==> src/rtl/bac_pkg.sv <==
package bac_pkg;
  localparam int ADDR_W = 18;
  typedef logic [ADDR_W-1:0] addr_t;

  typedef enum logic [2:0] {
    OP_HOLD,
    OP_CLEAR,
    OP_LOAD,
    OP_MASK,
    OP_STEP
  } op_t;

  // A mask is usable only when it is a solid run of ones from bit 0.
  function automatic logic mask_ok(addr_t v);
    return (v & (v + addr_t'(1))) == '0;
  endfunction

  // The counted field already holds its highest value.
  function automatic logic at_top(addr_t c, addr_t m);
    return (c & m) == m;
  endfunction

  // Add one inside the mask and keep the bits outside it.
  function automatic addr_t step_in_mask(addr_t c, addr_t m);
    return (c & ~m) | ((c + addr_t'(1)) & m);
  endfunction
endpackage

==> src/rtl/bac_decode.sv <==
module bac_decode
  import bac_pkg::*;
(
  input  logic strobe,
  input  logic cnt_en,
  input  logic sel_mask,
  input  logic cnt_clr,
  output op_t  op
);
  always_comb begin
    if (cnt_clr)                 op = OP_CLEAR;
    else if (strobe && sel_mask) op = OP_MASK;
    else if (strobe)             op = OP_LOAD;
    else if (cnt_en)             op = OP_STEP;
    else                         op = OP_HOLD;
  end
endmodule

==> src/rtl/bac_mask_reg.sv <==
module bac_mask_reg
  import bac_pkg::*;
(
  input  logic  clk,
  input  logic  rst_n,
  input  op_t   op,
  input  addr_t din,
  output addr_t mask_q
);
  always_ff @(posedge clk or negedge rst_n) begin
    if (!rst_n)                            mask_q <= '1;
    else if (op == OP_MASK && mask_ok(din)) mask_q <= din;
  end
endmodule

==> src/rtl/bac_counter.sv <==
module bac_counter
  import bac_pkg::*;
(
  input  logic  clk,
  input  logic  rst_n,
  input  op_t   op,
  input  addr_t din,
  input  addr_t mask,
  output addr_t cnt_q,
  output addr_t mirror_q,
  output logic  irq_n,
  output logic  wrap_ev,
  output logic  irq_set_ev
);
  addr_t stepped;

  assign stepped    = step_in_mask(cnt_q, mask);
  assign wrap_ev    = (op == OP_STEP) && at_top(cnt_q, mask);
  assign irq_set_ev = (op == OP_STEP) && !wrap_ev && at_top(stepped, mask);

  always_ff @(posedge clk or negedge rst_n) begin
    if (!rst_n) begin
      cnt_q    <= '0;
      mirror_q <= '0;
      irq_n    <= 1'b1;
    end else begin
      unique case (op)
        OP_CLEAR: begin
          cnt_q    <= '0;
          mirror_q <= '0;
          irq_n    <= 1'b1;
        end
        OP_LOAD: begin
          cnt_q    <= din;
          mirror_q <= din;
          irq_n    <= 1'b1;
        end
        OP_STEP: begin
          cnt_q <= wrap_ev ? mirror_q : stepped;
          if (irq_set_ev) irq_n <= 1'b0;
        end
        default: ;
      endcase
    end
  end
endmodule

==> src/rtl/burst_addr_gen.sv <==
module burst_addr_gen
  import bac_pkg::*;
(
  input  logic              clk,
  input  logic              rst_n,
  input  logic [ADDR_W-1:0] addr_in,
  input  logic              strobe,
  input  logic              cnt_en,
  input  logic              sel_mask,
  input  logic              cnt_clr,
  output logic [ADDR_W-1:0] mem_addr,
  output logic [ADDR_W-1:0] rd_val,
  output logic              irq_n
);
  op_t   op;
  addr_t mask_q;
  addr_t cnt_q;
  addr_t mirror_q;
  logic  wrap_ev;
  logic  irq_set_ev;

  bac_decode u_dec (
    .strobe(strobe), .cnt_en(cnt_en), .sel_mask(sel_mask),
    .cnt_clr(cnt_clr), .op(op)
  );

  bac_mask_reg u_mask (
    .clk(clk), .rst_n(rst_n), .op(op), .din(addr_in), .mask_q(mask_q)
  );

  bac_counter u_cnt (
    .clk(clk), .rst_n(rst_n), .op(op), .din(addr_in), .mask(mask_q),
    .cnt_q(cnt_q), .mirror_q(mirror_q), .irq_n(irq_n),
    .wrap_ev(wrap_ev), .irq_set_ev(irq_set_ev)
  );

  assign mem_addr = cnt_q;
  assign rd_val   = sel_mask ? mask_q : cnt_q;
endmodule

==> config.mk <==
export PLATFORM = sky130hd
export DESIGN_NAME = burst_addr_gen
export DESIGN_NICKNAME = d
export VERILOG_FILES = /design/src/rtl/bac_pkg.sv /design/src/rtl/bac_decode.sv /design/src/rtl/bac_mask_reg.sv /design/src/rtl/bac_counter.sv /design/src/rtl/burst_addr_gen.sv
export SDC_FILE = /design/constraint.sdc
export NUM_CORES = 1
export LEC_CHECK = 0
export BUFFER_PORTS_ARGS = -buffer_cell sky130_fd_sc_hd__buf_2
export CAP_MARGIN = 20
export CORE_ASPECT_RATIO = 0.7
export CORE_MARGIN = 1.5
export CORE_UTILIZATION = 50
export CTS_BUF_LIST = sky130_fd_sc_hd__clkbuf_16
export DETAILED_ROUTE_END_ITERATION = 10
export PLACE_DENSITY = 0.75
export SYNTH_ARGS = -nofsm -noshare
export SYNTH_HDL_FRONTEND = slang
export SYNTH_HIERARCHICAL = 1
export SYNTH_SLANG_ARGS = --single-unit
==> constraint.sdc <==
create_clock -name clk -period 2.66 [get_ports clk]
set_input_delay 0.133 -clock clk [delete_from_list [all_inputs] [get_ports clk]]
set_output_delay 0.133 -clock clk [all_outputs]
set_load 0.05 [all_outputs]
==> results of run 1 <==
Yosys cell counts, drive strengths merged (3+ instances only):
| library cell | count | area (um2) |
|---|---|---|
| nand2 | 32 | 120.1 |
| xnor2 | 16 | 140.1 |
| xor2 | 8 | 70.07 |
| nand3 | 9 | 50.05 |
| or2 | 3 | 18.77 |
| ha | 3 | 37.54 |
| mux2i | 5 | 50.05 |
| mux2 | 40 | 488.0 |
| o21ai | 17 | 85.08 |
| o22ai | 11 | 68.82 |
| nor2 | 23 | 86.33 |
| o221ai | 3 | 26.28 |
| buf | 16 | 140.1 |
| a221oi | 4 | 41.29 |
| dfstp | 19 | 499.2 |
| nor3 | 5 | 30.03 |
| a22oi | 11 | 82.58 |
| dfrtp | 36 | 900.9 |
| inv | 18 | 67.56 |
| clkbuf | 11 | 43.79 |
| nor2b | 6 | 37.54 |
| nor4 | 8 | 65.06 |
| a21oi | 21 | 108.9 |
| and3 | 5 | 31.28 |
| nand2b | 6 | 37.54 |
| nand4 | 12 | 90.09 |
| a22o | 21 | 183.9 |
logic make-up after synthesis:
logic type | Yosys count | synth area share (%)
multiplexers | 45 | 14.02
flip-flops | 55 | 36.49
XOR/XNOR | 24 | 5.478
AO/OA/AOI/OAI | 105 | 19.82
adder cells (fa/ha/maj) | 3 | 0.9783
AND/OR/NAND/NOR | 115 | 16.66
buffers and inverters | 45 | 6.553
stage by stage:
step	cell area [um2]	worst slack, ns	instances	power, mW
finish	4444	0.1137	556	2.139
global route	4444	0.03230	556	2.219
CTS	4444	0.1555	556	2.138
detailed placement	4272	0.1590	547	1.407
global placement	4272	0.1195	547	1.399
floorplan	3837	0.2292	392	1.248
worst reg2reg max path, cell delays in order (launching register included):
cell and delay [ns]:
dfrtp_1 0.50, buf_4 0.22, xnor2_1 0.12, a211o_1 0.29
a221o_1 0.29, a221oi_1 0.29, a21boi_0 0.41, and4_4 0.28
o21ai_1 0.06
registers in the layout (all words and copies together), names as in the netlist:
name	cells
u_mask/mask_q	18
u_cnt/irq_n	1
u_cnt/cnt_q	18
u_cnt/mirror_q	18
layer usage:
metal,GRT usage [%],vias up,wire length [um]
met5,0,-,0
met4,6.316,0,129
met3,4.448,19,1071
met2,41.21,213,4789
met1,46.01,1699,5398
li1,-,1578,-
final timing paths:
kind,to,startpoint,slack (ns),depth (start not counted)
max,u_cnt/irq_n,u_cnt/cnt_q[2],0.11,8
min,u_cnt/mirror_q[17],addr_in[17],0.12,3
max reg2reg,u_cnt/irq_n,u_cnt/cnt_q[2],0.11,8
min reg2reg,u_cnt/mirror_q[8],u_cnt/mirror_q[8],0.49,2
max in group asynchronous,u_mask/mask_q[15],rst_n,1.63,3
min in group asynchronous,u_cnt/cnt_q[6],rst_n,0.39,2
cell type report:
type / instances / share of cell area, %
timing repair buffer: 85 / 11.32
clock inverter: 3 / 0.8446
tap: 98 / 2.759
inverter: 18 / 1.520
multi-input combinational: 292 / 49.24
sequential: 55 / 31.50
clock buffer: 5 / 2.815
power groups by stage:
stage	logic (mW)	registers [mW]	clock network (mW)
after global placement	0.460	0.938	0
after detailed placement	0.467	0.940	0
final	0.475	0.927	0.737
after CTS	0.470	0.926	0.742
after global routing	0.505	0.933	0.782
after floorplan	0.254	0.994	0
timing repair:
item / in CTS / in global routing
endpoints found under the hold margin: 15 / 0
buffers inserted: 0 / 0
setup endpoints to repair: 0 / 0
hold buffers: 1 / 0
==> impl_metrics.tcl, run 1 <==
set metrics [dict create \
    drive_above_1_share_pct 35.81 \
    layout_commonest_cell "buf_2" \
    crit_type "reg2reg" \
    period_share_pct 95.73 \
    p_clk_share_pct 34.4 \
    finalSetupViolations 0 \
    maxSlewViolCount 0 \
    clk_path_buf_depth 2 \
    p_per_area_nw_per_um2 481.2 \
    fin_nets 484 \
    grt_usage_pct 28.97 \
    synthArstFlopShare_pct 100.0 \
    clock_latency_ns 0.29 \
    startpoint_type "register" \
    seq_area_frac_synth_pct 36.49 \
    dr.pass1.iters 5 \
    cts_sinks 55 \
    initial_core_util_pct 52.20 \
    io_buffers 60 \
    skew_ns 0.007387 \
    cp-end-kind "register" \
    die-area_um2 8218 \
    vias 3509 \
    post_synth_inst_count 392 \
    status "completed" \
    slew_headroom_pct 41.11 \
    die_x_um 107.7 \
    die_h_um 76.30 \
    fillers 683 \
    fmax_mhz 392.7 \
    detail_route.wl_per_cell_um 20.49 \
    arrival_ns 2.76 \
    hold_viol_final 0 \
    overflow 0 \
    ys_seq_elements 55 \
    clk_root_buffer_cell "clkbuf_16" \
    ys.flop_type "dfrtp_1" \
    tns_ns 0 \
    grt_pass1_wl_um 18450 \
    coreArea_um2 7352 \
    final_cell_mix "buf_2, dfrtp_1, nand2_1" \
    insertedDiodeCount 0 \
    cap_violations 0 \
    place_hpwl_um 8368 \
    cts_buffers 5 \
    p_seq_share_pct 43.4 \
    grt_antenna_before_repair 0 \
    multi_input_area_um2 2188 \
    postSynthAreaPerCell_um2 9.789 \
    gp_congestion 0.9489 \
    totalWireLength_um 11390 \
    crit_path_cell_trace "buf_4, xnor2_1, a211o_1, a221o_1, a221oi_1, a21boi_0, and4_4, o21ai_1" \
    antenna_left 0 \
    worst_slew_pin_slew_ns 0.8795 \
    crit_slowest_cell "dfrtp_1" \
    cts.clk_slew.worst_paths_ns 0.07 \
    rsz0062_at_grt "no" \
    synthDistinctLibCells 63 \
    p_leak_nw 2.012 \
    cp.required_ns 2.87 \
    cpPeakStageDelay_ns 0.50 \
    p_int_mw 1.469 \
    grt_pass1_vias 3357 \
    hold_path_class "in2reg" \
    hold_slack_ns 0.1245 \
    via_per_inst 6.311 \
    area_delta_synth_final_pct 15.81 \
    cts_tree "yes" \
    regArea_um2 1400 \
    ir_worst_vdd_mv 0.2805 \
    synth_edf_count 0 \
    p_switching_mw 0.6694 \
    yosys_warnings 6 \
    cp_top_family "compound AO/OA/AOI/OAI gates" \
    cts_resized 0 \
    synth_area_um2 3837 \
    htreeDepth 2 \
    row_count 26 \
    initialDrtViolationCount 372 \
    combinationalPowerShare_pct 22.2 \
    syn_nets 419 \
    grt_max_degree 31 \
    finalCriticalPeriod_ns 2.546 \
    ios 61 \
    critPathMaxFanout 8 \
    drc 0 \
    crit_buf_inv 1 \
    fin_util_pct 60.45 \
    switching_share_pct 31.30 \
]
Note: power is estimated with default switching activity, not from simulation.
==> run 2: changes to the inputs <==
Settings changed: CTS_BUF_LIST sky130_fd_sc_hd__clkbuf_16 to sky130_fd_sc_hd__clkbuf_8.
==> run 2 against run 1 <==
Register-to-register slack better by 0.04 ns; sequential power is essentially flat; final area shrank 1.3%; maximum frequency is 1.5% higher; flip-flop and latch count is the same; non-clock buffer count did not move; critical path type unchanged; largest cell class unchanged; largest power group unchanged; highest routed layer unchanged.
==> impl_metrics.tcl, run 2 (synthesized netlist as in run 1, its figures left out) <==
set metrics [dict create \
    p_int_mw 1.306 \
    switching_share_pct 33.01 \
    clk_path_buf_depth 2 \
    wl_met3_um 1087 \
    fmax_mhz 398.5 \
    die-area_um2 8218 \
    htreeDepth 2 \
    p_seq_share_pct 47.6 \
    r2r_setup_slack_ns 0.15 \
    critPathMaxFanout 8 \
    combinationalPowerShare_pct 24.2 \
    drc 0 \
    skew_ns 0.01261 \
    drt-met1-wl_um 5294 \
    met2WireLength_um 4725 \
    maxSlewViolCount 0 \
    grt_pass1_vias 3374 \
    cp.required_ns 2.90 \
    cts_buffers 5 \
    finalSetupViolations 0 \
    cts_tree "yes" \
    insertedDiodeCount 0 \
    clock_latency_ns 0.31 \
    status "completed" \
    area_delta_synth_final_pct 14.35 \
    fin_nets 484 \
    arrival_ns 2.75 \
    via_per_inst 6.317 \
    initial_core_util_pct 52.20 \
    period_share_pct 94.33 \
    grt_usage_pct 28.92 \
    gp_congestion 0.9489 \
    grt_max_degree 31 \
    top_layer "met4" \
    grt_pass1_wl_um 18440 \
    reg.largest.list "u_cnt/cnt_q x18, u_cnt/mirror_q x18, u_mask/mask_q x18" \
    detail_route.wl_per_cell_um 20.19 \
    layout_commonest_cell "buf_2" \
    dr.pass1.iters 5 \
    totalWireLength_um 11230 \
    tns_ns 0 \
    slew_headroom_pct 42.41 \
    p_clk_share_pct 28.2 \
    ir_worst_vdd_mv 0.2233 \
    p_leak_nw 1.987 \
    hold_path_class "in2reg" \
    place_hpwl_um 8368 \
    clk_root_buffer_cell "clkbuf_8" \
    cts_sinks 55 \
    die_x_um 107.7 \
    r2r.worst_path.cells 8 \
    drive_above_1_share_pct 35.81 \
    rsz0062_at_grt "no" \
    min_delay_path_depth 3 \
    finalCriticalPeriod_ns 2.509 \
    row_count 26 \
    cts.clk_slew.worst_paths_ns 0.10 \
    crit_type "reg2reg" \
    cap_violations 0 \
    final_cell_mix "buf_2, dfrtp_1, nand2_1" \
    cp-end-kind "register" \
    p_switching_mw 0.6434 \
    startpoint_type "register" \
    coreArea_um2 7352 \
    antenna_left 0 \
    overflow 0 \
    initialDrtViolationCount 379 \
    die_h_um 76.30 \
    grt_antenna_before_repair 0 \
    p_per_area_nw_per_um2 444.2 \
    hold_slack_ns 0.1035 \
    io_buffers 60 \
    hold_viol_final 0 \
    worst_slew_pin_slew_ns 0.8600 \
    ios 61 \
    vias 3512 \
]
-- run 2: cell types whose count changed in the layout (fill, tap and decap cells not counted) --
cell,previous run,this run
clkbuf_8,0,5
clkbuf_16,5,0
-- run 2: worst max-delay path, cell delays in order (launching register included) --
cell	delay [ns]
dfrtp_1	0.50
buf_4	0.21
xnor2_1	0.12
a211o_1	0.29
a221o_1	0.29
a221oi_1	0.27
a21boi_0	0.41
and4_4	0.28
o21ai_1	0.06
-- run 2: what timing repair did --
action	CTS	global route
resized for setup	0	0
endpoints found under the hold margin	15	0
hold buffers	1	0
setup buffers	0	0
-- run 2: through the flow --
| stage | cells | cell area (um2) | utilization [%] | setup WS [ns] | total power, mW |
|---|---|---|---|---|---|
| detailed placement | 547 | 4272 | 58.10 | 0.1590 | 1.407 |
| finish | 556 | 4388 | 59.68 | 0.1508 | 1.949 |
| floorplan | 392 | 3837 | - | 0.2292 | 1.248 |
| global route | 556 | 4388 | 59.68 | 0.01599 | 2.036 |
| global placement | 547 | 4272 | 58.10 | 0.1195 | 1.399 |
| CTS | 556 | 4388 | 59.68 | 0.1561 | 1.955 |
-- run 2: final timing paths --
check	endpoint	startpoint
max reg2reg	u_cnt/irq_n	u_cnt/cnt_q[2]
min	u_cnt/mirror_q[17]	addr_in[17]
min in group asynchronous	u_cnt/mirror_q[7]	rst_n
max in group asynchronous	u_mask/mask_q[16]	rst_n
max	u_cnt/irq_n	u_cnt/cnt_q[2]
min reg2reg	u_cnt/irq_n	u_cnt/irq_n
-- run 2: area by class of cell --
type	count	area, um2
fill	693	2964
multi-input combinational	292	2188
sequential	55	1400
timing repair buffer	85	503.0
tap	98	122.6
clock buffer	5	68.82
inverter	18	67.56
clock inverter	3	37.54
-- run 2: metal layers --
metal,vias to the layer above,track usage [%]
li1,1580,-
met1,1699,45.68
met2,217,40.96
met3,16,4.876
met4,0,6.579
met5,-,0
-- run 2: power by group through the flow --
stage	logic, mW	clock network [mW]	registers, mW
finish	0.472	0.549	0.927
global placement	0.460	0	0.938
floorplan	0.254	0	0.994
detailed placement	0.467	0	0.940
global route	0.505	0.598	0.933
CTS	0.470	0.559	0.926
==> run 3: changes to the inputs <==
==> constraint.sdc (replaced) <==
create_clock -name clk -period 2.66 [get_ports clk]
set_input_delay 0.665 -clock clk [delete_from_list [all_inputs] [get_ports clk]]
set_output_delay 0.665 -clock clk [all_outputs]
set_load 0.05 [all_outputs]
==> run 3 against run 2 <==
Utilization hardly changed; critical endpoint unchanged; sequential power about the same; global-route usage grew 0.42 points; hold slack better by 0.27 ns; maximum frequency is 0.76% higher; wire length rose by 4.6%; critical path depth is 1 lower.
==> impl_metrics.tcl, run 3 (synthesized netlist as in run 1, its figures left out) <==
set metrics [dict create \
    r2r_setup_slack_ns 0.17 \
    layout_commonest_cell "buf_2" \
    fin_ws_ns 0.1698 \
    clock_latency_ns 0.32 \
    ir_worst_vdd_mv 0.2719 \
    io_buffers 60 \
    slew_headroom_pct 54.35 \
    finalSetupViolations 0 \
    switching_share_pct 33.41 \
    antenna_left 0 \
    endpoint "u_cnt/irq_n" \
    p_seq_share_pct 46.3 \
    gp_congestion 0.9515 \
    regArea_um2 1400 \
    grt_antenna_before_repair 0 \
    period_share_pct 93.62 \
    hold_slack_ns 0.3694 \
    cap_violations 0 \
    area_delta_synth_final_pct 14.38 \
    grt_pass1_wl_um 18580 \
    die_x_um 107.7 \
    status "completed" \
    dr.pass1.iters 5 \
    initial_core_util_pct 52.20 \
    combinationalPowerShare_pct 23.7 \
    detail_route.wl_per_cell_um 21.15 \
    p_leak_nw 1.983 \
    r2r.worst_path.cells 7 \
    multi_input_area_um2 2188 \
    clk_path_buf_depth 2 \
    htreeDepth 2 \
    drc 0 \
    fmax_mhz 401.6 \
    overflow 0 \
    cts_setup_buffers 0 \
    arrival_ns 2.74 \
    coreArea_um2 7352 \
    report.power.total_mw 2.003 \
    finalNonFillerCells 555 \
    fin_util_pct 59.70 \
    p_clk_share_pct 30.0 \
    post-place-ws_ns -0.02116 \
    crit_slowest_cell "dfrtp_1" \
    cts_tree "yes" \
    drive_above_1_share_pct 36.32 \
    vias 3609 \
    maxSlewViolCount 0 \
    worst_slew_pin_slew_ns 0.6848 \
    final_cell_mix "buf_2, dfrtp_1, nand2_1" \
    skew_ns 0.006611 \
    cp-end-kind "register" \
    totalWireLength_um 11740 \
    fin_nets 483 \
    hold_viol_final 0 \
    startpoint_type "register" \
    design_area_um2 4389 \
    crit_type "reg2reg" \
    crit_path_cell_trace "nand3_2, nor4_4, and3_1, mux2i_1, a221oi_1, and4_4, o21ai_1" \
    postCtsHoldBufs 0 \
    grt_usage_pct 29.34 \
    cp.required_ns 2.91 \
    insertedDiodeCount 0 \
    p_per_area_nw_per_um2 456.3 \
    place_inst 547 \
    p_int_mw 1.334 \
    hold_path_class "in2async" \
    critPathMaxFanout 12 \
    timing.rr.start "u_cnt/cnt_q[3]" \
    cts_resized 0 \
    cts.clk_slew.worst_paths_ns 0.10 \
    rsz0062_at_grt "no" \
    grt_pass1_vias 3325 \
    place_hpwl_um 8332 \
    die-area_um2 8218 \
    cpPeakStageDelay_ns 0.66 \
    tns_ns 0 \
    startpoint "u_cnt/cnt_q[3]" \
    cts_sinks 55 \
    post_dp_cell_area_um2 4272 \
    finalCriticalPeriod_ns 2.490 \
    r2r_end "u_cnt/irq_n" \
    die_h_um 76.30 \
    initialDrtViolationCount 523 \
    p_switching_mw 0.6692 \
    reg.largest.list "u_cnt/cnt_q x18, u_cnt/mirror_q x18, u_mask/mask_q x18" \
    clk_root_buffer_cell "clkbuf_8" \
    via_per_inst 6.503 \
    cts_buffers 5 \
    fillers 662 \
    grt_max_degree 30 \
    row_count 26 \
    ios 61 \
]
run 3: cell count changes in the layout (fill, tap and decap cells not counted), sizes merged:
cell         change
inv              -2
clkbuf           +1
clkinv           +1
dlygate4sd3      -1
run 3: worst min path at each step:
stage / depth (start not counted) / slack, ns / from / endpoint
after floorplan: 0 / 0.37 / rst_n / u_cnt/cnt_q[0]
after global placement: 2 / 0.46 / u_cnt/irq_n / u_cnt/irq_n
after detailed placement: 2 / 0.46 / u_cnt/mirror_q[17] / u_cnt/mirror_q[17]
after CTS: 1 / 0.40 / rst_n / u_cnt/cnt_q[0]
after global routing: 1 / 0.41 / rst_n / u_cnt/cnt_q[0]
final: 1 / 0.37 / rst_n / u_cnt/cnt_q[0]
run 3: power groups by stage:
| stage | Sequential, mW | Clock, mW | Combinational (mW) |
|---|---|---|---|
| 2_1_floorplan | 0.994 | 0 | 0.254 |
| 3_5_place_dp | 0.939 | 0 | 0.468 |
| 6_report | 0.926 | 0.601 | 0.476 |
| 4_1_cts | 0.925 | 0.601 | 0.470 |
| 5_1_grt | 0.932 | 0.631 | 0.505 |
| 3_3_place_gp | 0.937 | 0 | 0.461 |
run 3: worst max-delay path: cells and delay by family (launching register included):
| kind | cells | cell delay, ns |
|---|---|---|
| AND/OR/NAND/NOR | 4 | 1.29 |
| AO/OA/AOI/OAI | 2 | 0.39 |
| multiplexers | 1 | 0.09 |
| flip-flops | 1 | 0.66 |
run 3: routing by layer:
layer  vias up  routed length (um)  track usage (%)
li1       1581                   -                -
met1      1756                5263            45.75
met2       250                4892            41.27
met3        22                1390            5.475
met4         0                 193            7.763
met5         -                   0                0
run 3: area by class of cell:
type | instances | share of cell area [%]
multi-input combinational | 292 | 49.86
sequential | 55 | 31.90
timing repair buffer | 84 | 11.23
tap | 98 | 2.794
clock buffer | 6 | 1.881
inverter | 18 | 1.539
clock inverter | 2 | 0.7982
